<file path="src/rtl/ssif_pkg.sv">
package ssif_pkg;

    localparam int LEN_W  = 8;
    localparam int DLEN_W = 6;

    localparam logic [7:0] CMD_FIRST = 8'h03;
    localparam logic [7:0] CMD_NEXT  = 8'h09;
    localparam logic [7:0] CMD_RETRY = 8'h0A;
    localparam logic [7:0] LAST_SEG  = 8'hFF;
    localparam logic [7:0] DRAINED   = 8'hFF;
    localparam logic [7:0] TRUNC_CC  = 8'hCA;

    // Description of one staged block, produced by the planner
    typedef struct packed {
        logic              ok;
        logic [7:0]        cnt;
        logic [1:0]        nhdr;
        logic [7:0]        h1;
        logic [7:0]        h2;
        logic [7:0]        src;
        logic [DLEN_W-1:0] dlen;
    } blk_desc_t;

    typedef enum logic [1:0] {
        CP_IDLE,
        CP_HDR,
        CP_DATA
    } cp_state_e;

    typedef enum logic [1:0] {
        RX_IDLE,
        RX_TAKE,
        RX_DROP
    } rx_state_e;

    function automatic logic [DLEN_W-1:0] data_pos(input logic [1:0] nhdr,
                                                   input logic [DLEN_W-1:0] idx);
        return DLEN_W'(nhdr) + DLEN_W'(1) + idx;
    endfunction

endpackage

</file>
<file path="src/rtl/ssif_rsp_store.sv">
module ssif_rsp_store
    import ssif_pkg::*;
#(
    parameter int MSG_MAX = 255
) (
    input  logic             clk,
    input  logic             rst,
    input  logic             rsp_valid,
    input  logic             rsp_ready,
    input  logic             rsp_first,
    input  logic             rsp_last,
    input  logic [7:0]       rsp_tag,
    input  logic [7:0]       rsp_data,
    output logic [7:0]       exp_tag,
    output logic [LEN_W-1:0] held_len,
    output logic             accept_now,
    output logic             rx_busy,
    input  logic [7:0]       rd_addr,
    output logic [7:0]       rd_data
);

    localparam int             MEM_N = 1 << LEN_W;
    localparam logic [LEN_W:0] CAP   = (LEN_W+1)'(MSG_MAX);

    logic [7:0]     mem [MEM_N];
    rx_state_e      rx;
    logic [LEN_W:0] cnt, cnt_n;
    logic           ovf, ovf_n;
    logic           beat, hit, take_first, take_more, room;
    logic           wr_en, fix_en;
    logic [7:0]     wr_addr;
    logic [LEN_W-1:0] final_len;

    always_comb begin
        beat       = rsp_valid && rsp_ready;
        hit        = (rsp_tag == exp_tag);
        take_first = beat && rsp_first && hit;
        take_more  = beat && !rsp_first && (rx == RX_TAKE);
        room       = (cnt < CAP);
        wr_en      = take_first || (take_more && room);
        wr_addr    = take_first ? 8'd0 : cnt[7:0];
        if (take_first) begin
            cnt_n = (LEN_W+1)'(1);
            ovf_n = 1'b0;
        end else if (take_more && room) begin
            cnt_n = cnt + (LEN_W+1)'(1);
            ovf_n = ovf;
        end else begin
            cnt_n = cnt;
            ovf_n = ovf || (take_more && !room);
        end
        accept_now = (take_first || take_more) && rsp_last;
        fix_en     = accept_now && ovf_n;
        final_len  = ovf_n ? LEN_W'(MSG_MAX) : cnt_n[LEN_W-1:0];
    end

    assign rx_busy = (rx != RX_IDLE);
    assign rd_data = mem[rd_addr];

    always_ff @(posedge clk) begin
        if (wr_en) begin
            mem[wr_addr] <= rsp_data;
        end else if (fix_en) begin
            mem[2] <= TRUNC_CC;
        end
    end

    always_ff @(posedge clk) begin
        if (rst) begin
            rx       <= RX_IDLE;
            exp_tag  <= 8'd0;
            cnt      <= '0;
            ovf      <= 1'b0;
            held_len <= '0;
        end else begin
            if (beat) begin
                if (rsp_first) begin
                    if (hit) begin
                        exp_tag <= exp_tag + 8'd1;
                        rx      <= rsp_last ? RX_IDLE : RX_TAKE;
                    end else begin
                        rx      <= rsp_last ? RX_IDLE : RX_DROP;
                    end
                end else if (rsp_last) begin
                    rx <= RX_IDLE;
                end
            end
            cnt <= cnt_n;
            ovf <= ovf_n;
            if (accept_now) begin
                held_len <= final_len;
            end
        end
    end


    tag_step_chk: assert property (@(posedge clk) disable iff (rst)
        (exp_tag != $past(exp_tag)) |-> (exp_tag == $past(exp_tag) + 8'd1));


    len_kept_chk: assert property (@(posedge clk) disable iff (rst)
        accept_now |=> (held_len != '0));

endmodule

</file>
<file path="src/rtl/ssif_block_plan.sv">
module ssif_block_plan
    import ssif_pkg::*;
#(
    parameter int MSG_MAX = 255,
    parameter int CHUNK   = 32
) (
    input  logic [LEN_W-1:0] held_len,
    input  logic [7:0]       blk,
    output blk_desc_t        desc
);

    localparam int FIRST_N = CHUNK - 2;
    localparam int MID_N   = CHUNK - 1;

    logic [15:0] off, rem, len16;

    always_comb begin
        desc  = '0;
        len16 = 16'(held_len);
        off   = 16'(FIRST_N) + 16'(blk - 8'd1) * 16'(MID_N);
        rem   = len16 - off;
        if (held_len == '0) begin
            desc.ok = 1'b0;
        end else if (len16 <= 16'(CHUNK)) begin
            desc.ok   = (blk == 8'd0);
            desc.cnt  = 8'(held_len);
            desc.nhdr = 2'd0;
            desc.src  = 8'd0;
            desc.dlen = DLEN_W'(held_len);
        end else if (blk == 8'd0) begin
            desc.ok   = 1'b1;
            desc.cnt  = 8'(CHUNK);
            desc.nhdr = 2'd2;
            desc.h1   = 8'h00;
            desc.h2   = 8'h01;
            desc.src  = 8'd0;
            desc.dlen = DLEN_W'(FIRST_N);
        end else begin
            desc.ok   = (off < len16);
            desc.nhdr = 2'd1;
            desc.src  = 8'(off);
            if (rem > 16'(MID_N)) begin
                desc.dlen = DLEN_W'(MID_N);
                desc.h1   = blk - 8'd1;
            end else begin
                desc.dlen = DLEN_W'(rem);
                desc.h1   = LAST_SEG;
            end
            desc.cnt = 8'(desc.dlen) + 8'd1;
        end
    end

endmodule

</file>
<file path="src/rtl/ssif_stage_buf.sv">
module ssif_stage_buf
    import ssif_pkg::*;
#(
    parameter int CHUNK = 32
) (
    input  logic       clk,
    input  logic       rst,
    input  logic       load,
    input  blk_desc_t  desc_in,
    output logic [7:0] mem_addr,
    input  logic [7:0] mem_data,
    output logic       busy,
    output logic       load_done,
    input  logic       ptr_clr,
    input  logic       rd_req,
    output logic       rd_valid,
    output logic [7:0] rd_data
);

    localparam int STG_N = CHUNK + 1;
    localparam int PW    = $clog2(STG_N + 1);

    logic [7:0]        stg [STG_N];
    cp_state_e         cp;
    blk_desc_t         d;
    logic [DLEN_W-1:0] idx, wpos;
    logic [PW-1:0]     ptr;
    logic              serve;

    assign busy     = (cp != CP_IDLE);
    assign wpos     = data_pos(d.nhdr, idx);
    assign mem_addr = d.src + 8'(idx);
    assign serve    = rd_req && !busy;

    always_ff @(posedge clk) begin
        if (rst) begin
            cp        <= CP_IDLE;
            d         <= '0;
            idx       <= '0;
            load_done <= 1'b0;
            for (int i = 0; i < STG_N; i++) begin
                stg[i] <= 8'd0;
            end
        end else begin
            load_done <= 1'b0;
            case (cp)
                CP_IDLE: begin
                    if (load) begin
                        d  <= desc_in;
                        cp <= CP_HDR;
                    end
                end
                CP_HDR: begin
                    stg[0] <= d.cnt;
                    if (d.nhdr != 2'd0) stg[1] <= d.h1;
                    if (d.nhdr == 2'd2) stg[2] <= d.h2;
                    idx <= '0;
                    cp  <= CP_DATA;
                end
                CP_DATA: begin
                    stg[wpos] <= mem_data;
                    idx       <= idx + DLEN_W'(1);
                    if (idx == d.dlen - DLEN_W'(1)) begin
                        cp        <= CP_IDLE;
                        load_done <= 1'b1;
                    end
                end
                default: cp <= CP_IDLE;
            endcase
        end
    end

    always_ff @(posedge clk) begin
        if (rst) begin
            ptr      <= '0;
            rd_valid <= 1'b0;
            rd_data  <= 8'd0;
        end else begin
            rd_valid <= serve;
            if (serve) begin
                rd_data <= (ptr < PW'(STG_N)) ? stg[ptr] : DRAINED;
            end
            if (load || ptr_clr) begin
                ptr <= '0;
            end else if (serve && (ptr < PW'(STG_N))) begin
                ptr <= ptr + PW'(1);
            end
        end
    end


    drained_ff_chk: assert property (@(posedge clk) disable iff (rst)
        (rd_valid && ($past(ptr) >= PW'(STG_N))) |-> (rd_data == DRAINED));


    ptr_bound_chk: assert property (@(posedge clk) disable iff (rst)
        ptr <= PW'(STG_N));


    load_rewind_chk: assert property (@(posedge clk) disable iff (rst)
        load |=> (busy && (ptr == '0)));

endmodule

</file>
<file path="src/rtl/ssif_rsp_segmenter.sv">
module ssif_rsp_segmenter
    import ssif_pkg::*;
#(
    parameter int MSG_MAX = 255,
    parameter int CHUNK   = 32
) (
    input  logic       clk,
    input  logic       rst,
    input  logic       rsp_valid,
    output logic       rsp_ready,
    input  logic       rsp_first,
    input  logic       rsp_last,
    input  logic [7:0] rsp_tag,
    input  logic [7:0] rsp_data,
    output logic [7:0] exp_tag,
    input  logic       cmd_valid,
    output logic       cmd_ready,
    input  logic [7:0] cmd_code,
    input  logic       cmd_has_arg,
    input  logic [7:0] cmd_arg,
    output logic       cmd_done,
    output logic       cmd_err,
    input  logic       rd_req,
    output logic       rd_valid,
    output logic [7:0] rd_data
);

    logic [LEN_W-1:0] held_len;
    logic             accept_now, rx_busy, stage_busy, load_done, load;
    logic [7:0]       mem_addr, mem_data, blk, tgt;
    blk_desc_t        desc;
    logic             cmd_fire, known, arg_ok, done_q, err_q;

    ssif_rsp_store #(.MSG_MAX(MSG_MAX)) store_i (
        .clk        (clk),
        .rst        (rst),
        .rsp_valid  (rsp_valid),
        .rsp_ready  (rsp_ready),
        .rsp_first  (rsp_first),
        .rsp_last   (rsp_last),
        .rsp_tag    (rsp_tag),
        .rsp_data   (rsp_data),
        .exp_tag    (exp_tag),
        .held_len   (held_len),
        .accept_now (accept_now),
        .rx_busy    (rx_busy),
        .rd_addr    (mem_addr),
        .rd_data    (mem_data)
    );

    ssif_block_plan #(.MSG_MAX(MSG_MAX), .CHUNK(CHUNK)) plan_i (
        .held_len (held_len),
        .blk      (tgt),
        .desc     (desc)
    );

    ssif_stage_buf #(.CHUNK(CHUNK)) stage_i (
        .clk       (clk),
        .rst       (rst),
        .load      (load),
        .desc_in   (desc),
        .mem_addr  (mem_addr),
        .mem_data  (mem_data),
        .busy      (stage_busy),
        .load_done (load_done),
        .ptr_clr   (accept_now),
        .rd_req    (rd_req),
        .rd_valid  (rd_valid),
        .rd_data   (rd_data)
    );

    assign rsp_ready = !stage_busy;
    assign cmd_ready = !stage_busy && !rx_busy && !rsp_valid;
    assign cmd_fire  = cmd_valid && cmd_ready;

    always_comb begin
        tgt    = blk;
        known  = 1'b1;
        arg_ok = 1'b1;
        case (cmd_code)
            CMD_FIRST: tgt = 8'd0;
            CMD_NEXT:  tgt = blk + 8'd1;
            CMD_RETRY: begin
                tgt    = cmd_arg;
                arg_ok = cmd_has_arg;
            end
            default:   known = 1'b0;
        endcase
    end

    assign load = cmd_fire && known && arg_ok && desc.ok;

    always_ff @(posedge clk) begin
        if (rst) begin
            blk    <= 8'd0;
            done_q <= 1'b0;
            err_q  <= 1'b0;
        end else begin
            done_q <= 1'b0;
            err_q  <= 1'b0;
            if (accept_now) begin
                blk <= 8'd0;
            end else if (cmd_fire && known && arg_ok) begin
                blk <= tgt;
            end
            if (cmd_fire && !load) begin
                done_q <= 1'b1;
                err_q  <= known;
            end
        end
    end

    assign cmd_done = done_q || load_done;
    assign cmd_err  = err_q;


    retry_noarg_chk: assert property (@(posedge clk) disable iff (rst)
        (cmd_fire && (cmd_code == CMD_RETRY) && !cmd_has_arg) |=> (cmd_done && cmd_err));


    empty_err_chk: assert property (@(posedge clk) disable iff (rst)
        (cmd_fire && (held_len == '0) && (cmd_code == CMD_FIRST)) |=> (cmd_done && cmd_err));


    busy_hold_chk: assert property (@(posedge clk) disable iff (rst)
        stage_busy |-> !cmd_ready);


    err_with_done_chk: assert property (@(posedge clk) disable iff (rst)
        cmd_err |-> cmd_done);

endmodule

</file>
<file path="config.mk">
export PLATFORM = sky130hd
export DESIGN_NAME = ssif_rsp_segmenter
export DESIGN_NICKNAME = d
export VERILOG_FILES = /design/src/rtl/ssif_pkg.sv /design/src/rtl/ssif_rsp_store.sv /design/src/rtl/ssif_block_plan.sv /design/src/rtl/ssif_stage_buf.sv /design/src/rtl/ssif_rsp_segmenter.sv
export SDC_FILE = /design/constraint.sdc
export NUM_CORES = 2
export LEC_CHECK = 0
export BUFFER_PORTS_ARGS = -buffer_cell sky130_fd_sc_hd__clkbuf_2
export CAP_MARGIN = 30
export CORE_ASPECT_RATIO = 1.75
export CORE_MARGIN = 5
export CORE_UTILIZATION = 65
export CTS_CLUSTER_DIAMETER = 60
export DETAILED_ROUTE_END_ITERATION = 8
export PLACE_DENSITY = 0.78
export SYNTH_ARGS = -nofsm -noshare
export SYNTH_HDL_FRONTEND = slang
export SYNTH_HIERARCHICAL = 1
export SYNTH_SLANG_ARGS = --single-unit
export TNS_END_PERCENT = 30
</file>
<file path="constraint.sdc">
create_clock -name clk -period 18.5 [get_ports clk]
set_input_delay 2.775 -clock clk [delete_from_list [all_inputs] [get_ports clk]]
set_output_delay 2.775 -clock clk [all_outputs]
set_load 0.005 [all_outputs]
</file>
Yosys cells after proc, flatten, opt, wreduce, memory -nomap -nowiden
Memory sizes are Yosys's and may differ from the RTL's. A register that Yosys moved wholly into a read port is not among the register bits.
Cells that the tools add are included.
Widths: inputs -> output; s select.
- register bits: 102
- latch bits: 0
- bits in writable memories: 2312
- memory bits (read-only): 0
- input bits: 40
- output and inout bits: 21
- word-level logic and storage cells: 174
- memories: 2
- memory list (memory ; depth ; width ; rd ports ; clocked after Yosys merged registers in ; write ports ; line ; text):
    store_i.mem ; 256 ; 8 ; 1 ; 0 ; 1 ; ssif_rsp_store.sv:25 ; logic [7:0] mem [MEM_N];
    stage_i.stg ; 33 ; 8 ; 1 ; 1 ; 33 ; ssif_stage_buf.sv:23 ; logic [7:0] stg [STG_N];
- add/subtract/negate cells: 14
- multipliers: 1
- div/mod/pow operators: 0
- $lt $le $gt $ge: 5
- equality and inequality tests: 11
- shifts and indexed selects: 0
- multiplexer cells: 66
- bitwise operators: 5
- reductions and logical operators: 49
- operators by type and width (operator ; number):
    $mux 8 ; 12
    $mux 6 ; 7
    $mux 40 ; 1
    $mux 1 ; 32
    $mux 14 ; 2
    $pmux 8 s3 ; 1
    $mux 19 ; 1
    $logic_and 1x1->1 ; 18
    $add 5x16->16 const A ; 1
    $add 8x1->8 const B ; 2
    $eq 8x4->1 const B ; 2
    $gt 16x5->1 const B ; 1
    $logic_not 8->1 ; 2
    $lt 16x8->1 ; 1
    $mul 16x5->16 const B ; 1
    $mux 16 ; 1
    $reduce_or 8->1 ; 2
    $sub 8x16->16 ; 1
    $add 6x1->6 const B ; 2
    $mux 2 ; 6
    $pmux 6 s2 ; 1
    $mux 11 ; 1
    $reduce_bool 2->1 ; 5
    $reduce_or 2->1 ; 5
    27 further kinds ; 43

Logic depth before layout (Yosys ltp)
- depth after elaboration: 20
- depth in mapped cells: 37
- gate-level depth less buffers: 34

By module
The synthesis kept the hierarchy.
- by module, submodules not included (module ; times used ; cells each ; area each (µm²) ; seq. area each (µm²)):
    ssif_rsp_store ; 1 ; 3977 ; 81279.2 ; 62059.5
    ssif_stage_buf ; 1 ; 1669 ; 25170.4 ; 16776.1
    ssif_block_plan ; 1 ; 369 ; 2810.2 ; 0.0
    ssif_rsp_segmenter ; 1 ; 105 ; 812.0 ; 200.2

Worst setup path after synthesis
OpenSTA, ideal clock, no wires.
- path kind: input to register
- start point: in cmd_code[3]
- end point: reg stage_i/d[36] (netlist name)
- library setup time: 0.070 ns
- arrival: 10.624 ns
- data required time: 18.430 ns
- setup slack: 7.805 ns
- stages on the path: 36
- path buffers: 2
- cells stage by stage: buf_2 nor2b_1 a32oi_1 o31ai_1 a211oi_1 clkbuf_1 inv_1 ha_1 inv_1 or3_1 xor2_1 inv_1 fa_1 inv_1 fa_1 inv_1 fa_1 ha_1 ha_1 o211ai_1 o21a_1 xor2_1 ha_1 nor2b_1 a311o_1 nor3b_1 o211ai_1 a211oi_1 nand4_2 or2_2 ha_1 nor3_1 a221o_1 a21o_1 nand2_1 a21oi_1
- RTL lines (what ; line ; text):
    from (decl) ; ssif_rsp_segmenter.sv:18 ; input logic [7:0] cmd_code,
    to (signal assigned) ; ssif_stage_buf.sv:49 ; d <= desc_in;
    to (decl) ; ssif_stage_buf.sv:25 ; blk_desc_t d;

==> flow_metrics.tcl <==
set metrics [dict create \
    worstMarginPinSlew_ns 1.13 \
    numCtsBuffers 225 \
    combPwrFrac 0.037 \
    cpPeakStageDelay_ns 0.55 \
    crit_family "adder cells" \
    outcome "complete, no violations" \
    pwr-share-seq 0.573 \
    post-place-ws_ns 6.10 \
    chipWidth_um 321 \
    finish.utilization 0.711 \
    placementRows 199 \
    postCtsSetupBuffers 0 \
    clkPwrFrac 0.391 \
    worstPathMaxFanout 40 \
    rsz0062_at_grt "no" \
    setup_violations 0 \
    regToRegStartpoint "blk[0]" \
    first_global_vias 60736 \
    final_cell_mix "2560 x edfxtp_1, 568 x mux4_2, 424 x nor2_1" \
    async_flop_share 0 \
    routed-via-count 59572 \
    crit_path_end "stage_i/d[13]" \
    grt_start_max_net_pins 105 \
    hold_path_class "reg2reg" \
    layout_min_cycle_time_ns 11.65 \
    reg2reg_to "stage_i/d[13]" \
    synth_warnings 6 \
    synth_cell_types 101 \
    synth_ff_type "edfxtp_1" \
    cellPowerDensity_nw_per_um2 96.9 \
    final_nets 6303 \
    syn_area_per_cell_um2 18.0 \
    die-area_um2 178000 \
    period_share 0.629 \
    peakVddDrop_mv 0.0862 \
    netlist.area_leader.share 0.698 \
    synthTopCellsByArea "edfxtp_1 70%, mux4_2 12%, mux2i_1 2.8%" \
    synth_edf_count 2560 \
    clock_latency_ns 0.88 \
    die_y_um 554 \
    drt_first_iter_violations 7699 \
    grt.overflow.total 0 \
    syn-cell-area_um2 110000 \
    root_buffer "clkbuf_16" \
    vias_per_cell 6.95 \
    synth_seq_cells 2668 \
    synthCells 6120 \
    power.switching_mw 2.37 \
    place_congestion 0.928 \
    start_util 0.654 \
    drv_cap 0 \
    critPathLaunch "cmd_code[1]" \
    rrSetupSlack_ns 9.17 \
    fp.coreArea_um2 168000 \
    p_leak_nw 36.6 \
    grt_usage 0.316 \
    io-pin-count 61 \
    relSlewSlack 0.248 \
    routedWlPerCell_um 33.0 \
    ant_nets 0 \
    cts_tree "yes" \
    clock_sinks 2668 \
    cts_resized 0 \
    crit_slowest_cell "nor2b_1" \
    hpwl_mm 180 \
    drt-pass1-iter-count 6 \
    area_delta_synth_final_pct 8.72 \
    worst_ep_required_time_ns 19.24 \
    swShare 0.204 \
    worst_slack_ns 6.85 \
    path_class "in2reg" \
    skew_ns 0.0544 \
    hold_start "stage_i/d[17]" \
    grt_pass1_wl_mm 410 \
    crit_cells 34 \
    synth_seq_area_share 0.718 \
    clockBufferDepth 4 \
    cp_data_arrival_time_ns 12.38 \
    layout-drive-gt1-share 0.188 \
    worst-r2r-cell-count 32 \
    startpoint_type "primary input" \
    wl_mm 282 \
    clk_pin_slew_ns 0.06 \
    antenna_found_initial 9 \
    worst_path_most_repeated_cell "inv_1" \
    drcViolationCount 0 \
    yosys.area.top_type "edfxtp_1" \
    final_hold_viol_count 0 \
    port_buffers 60 \
    hold_buffers 0 \
    crit_buf_inv 7 \
    final_common_cell "edfxtp_1" \
    clock.fmax_ghz 0.0859 \
    endpoint_kind "flop" \
    cts_htree_levels 4 \
    cell_internal_pwr_mw 9.22 \
    fin_setup_tns_ns 0 \
    drv_slew 0 \
]
==> layout make-up <==
type | count | area [um^2]
inverters | 92 | 355
clock inverters | 122 | 958
multi-input cells | 2981 | 28800
flip-flops and latches | 2668 | 79000
clock buffers | 280 | 5960
repair buffers | 205 | 1770
well taps | 2211 | 2770
fillers | 10029 | 48600
diodes | 8 | 20.0
==> flip-flops by register name (all words and copies together) (netlist names), 6 cells and up, named ones only <==
name	flops
store_i/cnt	9
stage_i/d	40
store_i/exp_tag	8
store_i/held_len	8
stage_i/ptr	6
stage_i/stg	512
blk	8
stage_i/rd_data	8
stage_i/idx	6
store_i/mem	2048
==> per-stage QoR <==
stage          hold slack [ns]  instances  power, mW  instance area (um^2)
3_5_place_dp             0.452       8141       7.19                112000
3_3_place_gp             0.443       8127       7.17                112000
5_1_grt                  0.494       8560       11.9                120000
6_report                 0.465       8567       11.6                120000
4_1_cts                  0.461       8543       11.6                119000
2_1_floorplan            0.432       6135       7.08                110000
==> per-layer routing <==
layer | GRT usage | part of all wire | vias up
met5 | 0 | 0.00013 | -
met4 | 0.212 | 0.084 | 6
met3 | 0.0552 | 0.086 | 979
met2 | 0.540 | 0.52 | 3582
met1 | 0.367 | 0.31 | 30390
li1 | - | - | 24615
==> worst reg2reg max path, delay by kind of cell, from the launching register on <==
| kind | cells | cell delay (ns) |
|---|---|---|
| AO/OA/AOI/OAI | 7 | 1.81 |
| buffers and inverters | 6 | 0.95 |
| flip-flops | 1 | 0.42 |
| XOR/XNOR | 2 | 0.64 |
| adder cells (fa/ha/maj) | 8 | 3.26 |
| AND/OR/NAND/NOR | 9 | 2.16 |
==> power by group through the flow <==
stage	sequential [mW]	combinational [mW]	clock (mW)
floorplan	6.78	0.301	0
global placement	6.77	0.399	0
detailed placement	6.77	0.415	0
CTS	6.64	0.417	4.58
global route	6.63	0.457	4.84
finish	6.64	0.424	4.53
==> worst min-delay path by stage <==
stage,to,depth (start not counted)
global placement,blk[6],2
CTS,stage_i/d[17],2
floorplan,blk[6],2
finish,stage_i/d[17],2
detailed placement,stage_i/d[17],2
global route,stage_i/d[38],2
==> cell usage after synthesis, types with 31 or more instances <==
master / n
edfxtp_1: 2560
mux4_2: 568
nor2_1: 425
mux2i_1: 309
nor3_1: 231
nand2_1: 229
a21oi_1: 165
clkbuf_1: 156
buf_2: 109
dfxtp_1: 108
a22oi_1: 101
inv_1: 81
and2_1: 79
o21ai_0: 69
ha_1: 65
nand3_1: 57
o221ai_1: 54
buf_4: 46
a211oi_1: 41
xor2_1: 39
buf_6: 37
buf_1: 36
nor2b_1: 35
and3_1: 33
nand2b_1: 31
nand4_1: 31
==> cell families after synthesis <==
logic type / share of synthesized area
flops: 0.718
xor+xnor: 0.00549
fa+ha+maj: 0.0119
mux: 0.145
compound gates: 0.0408
other cells: 0.0000682
buf+inv: 0.0230
simple gates: 0.0553
(Power assumes the default switching activity.)
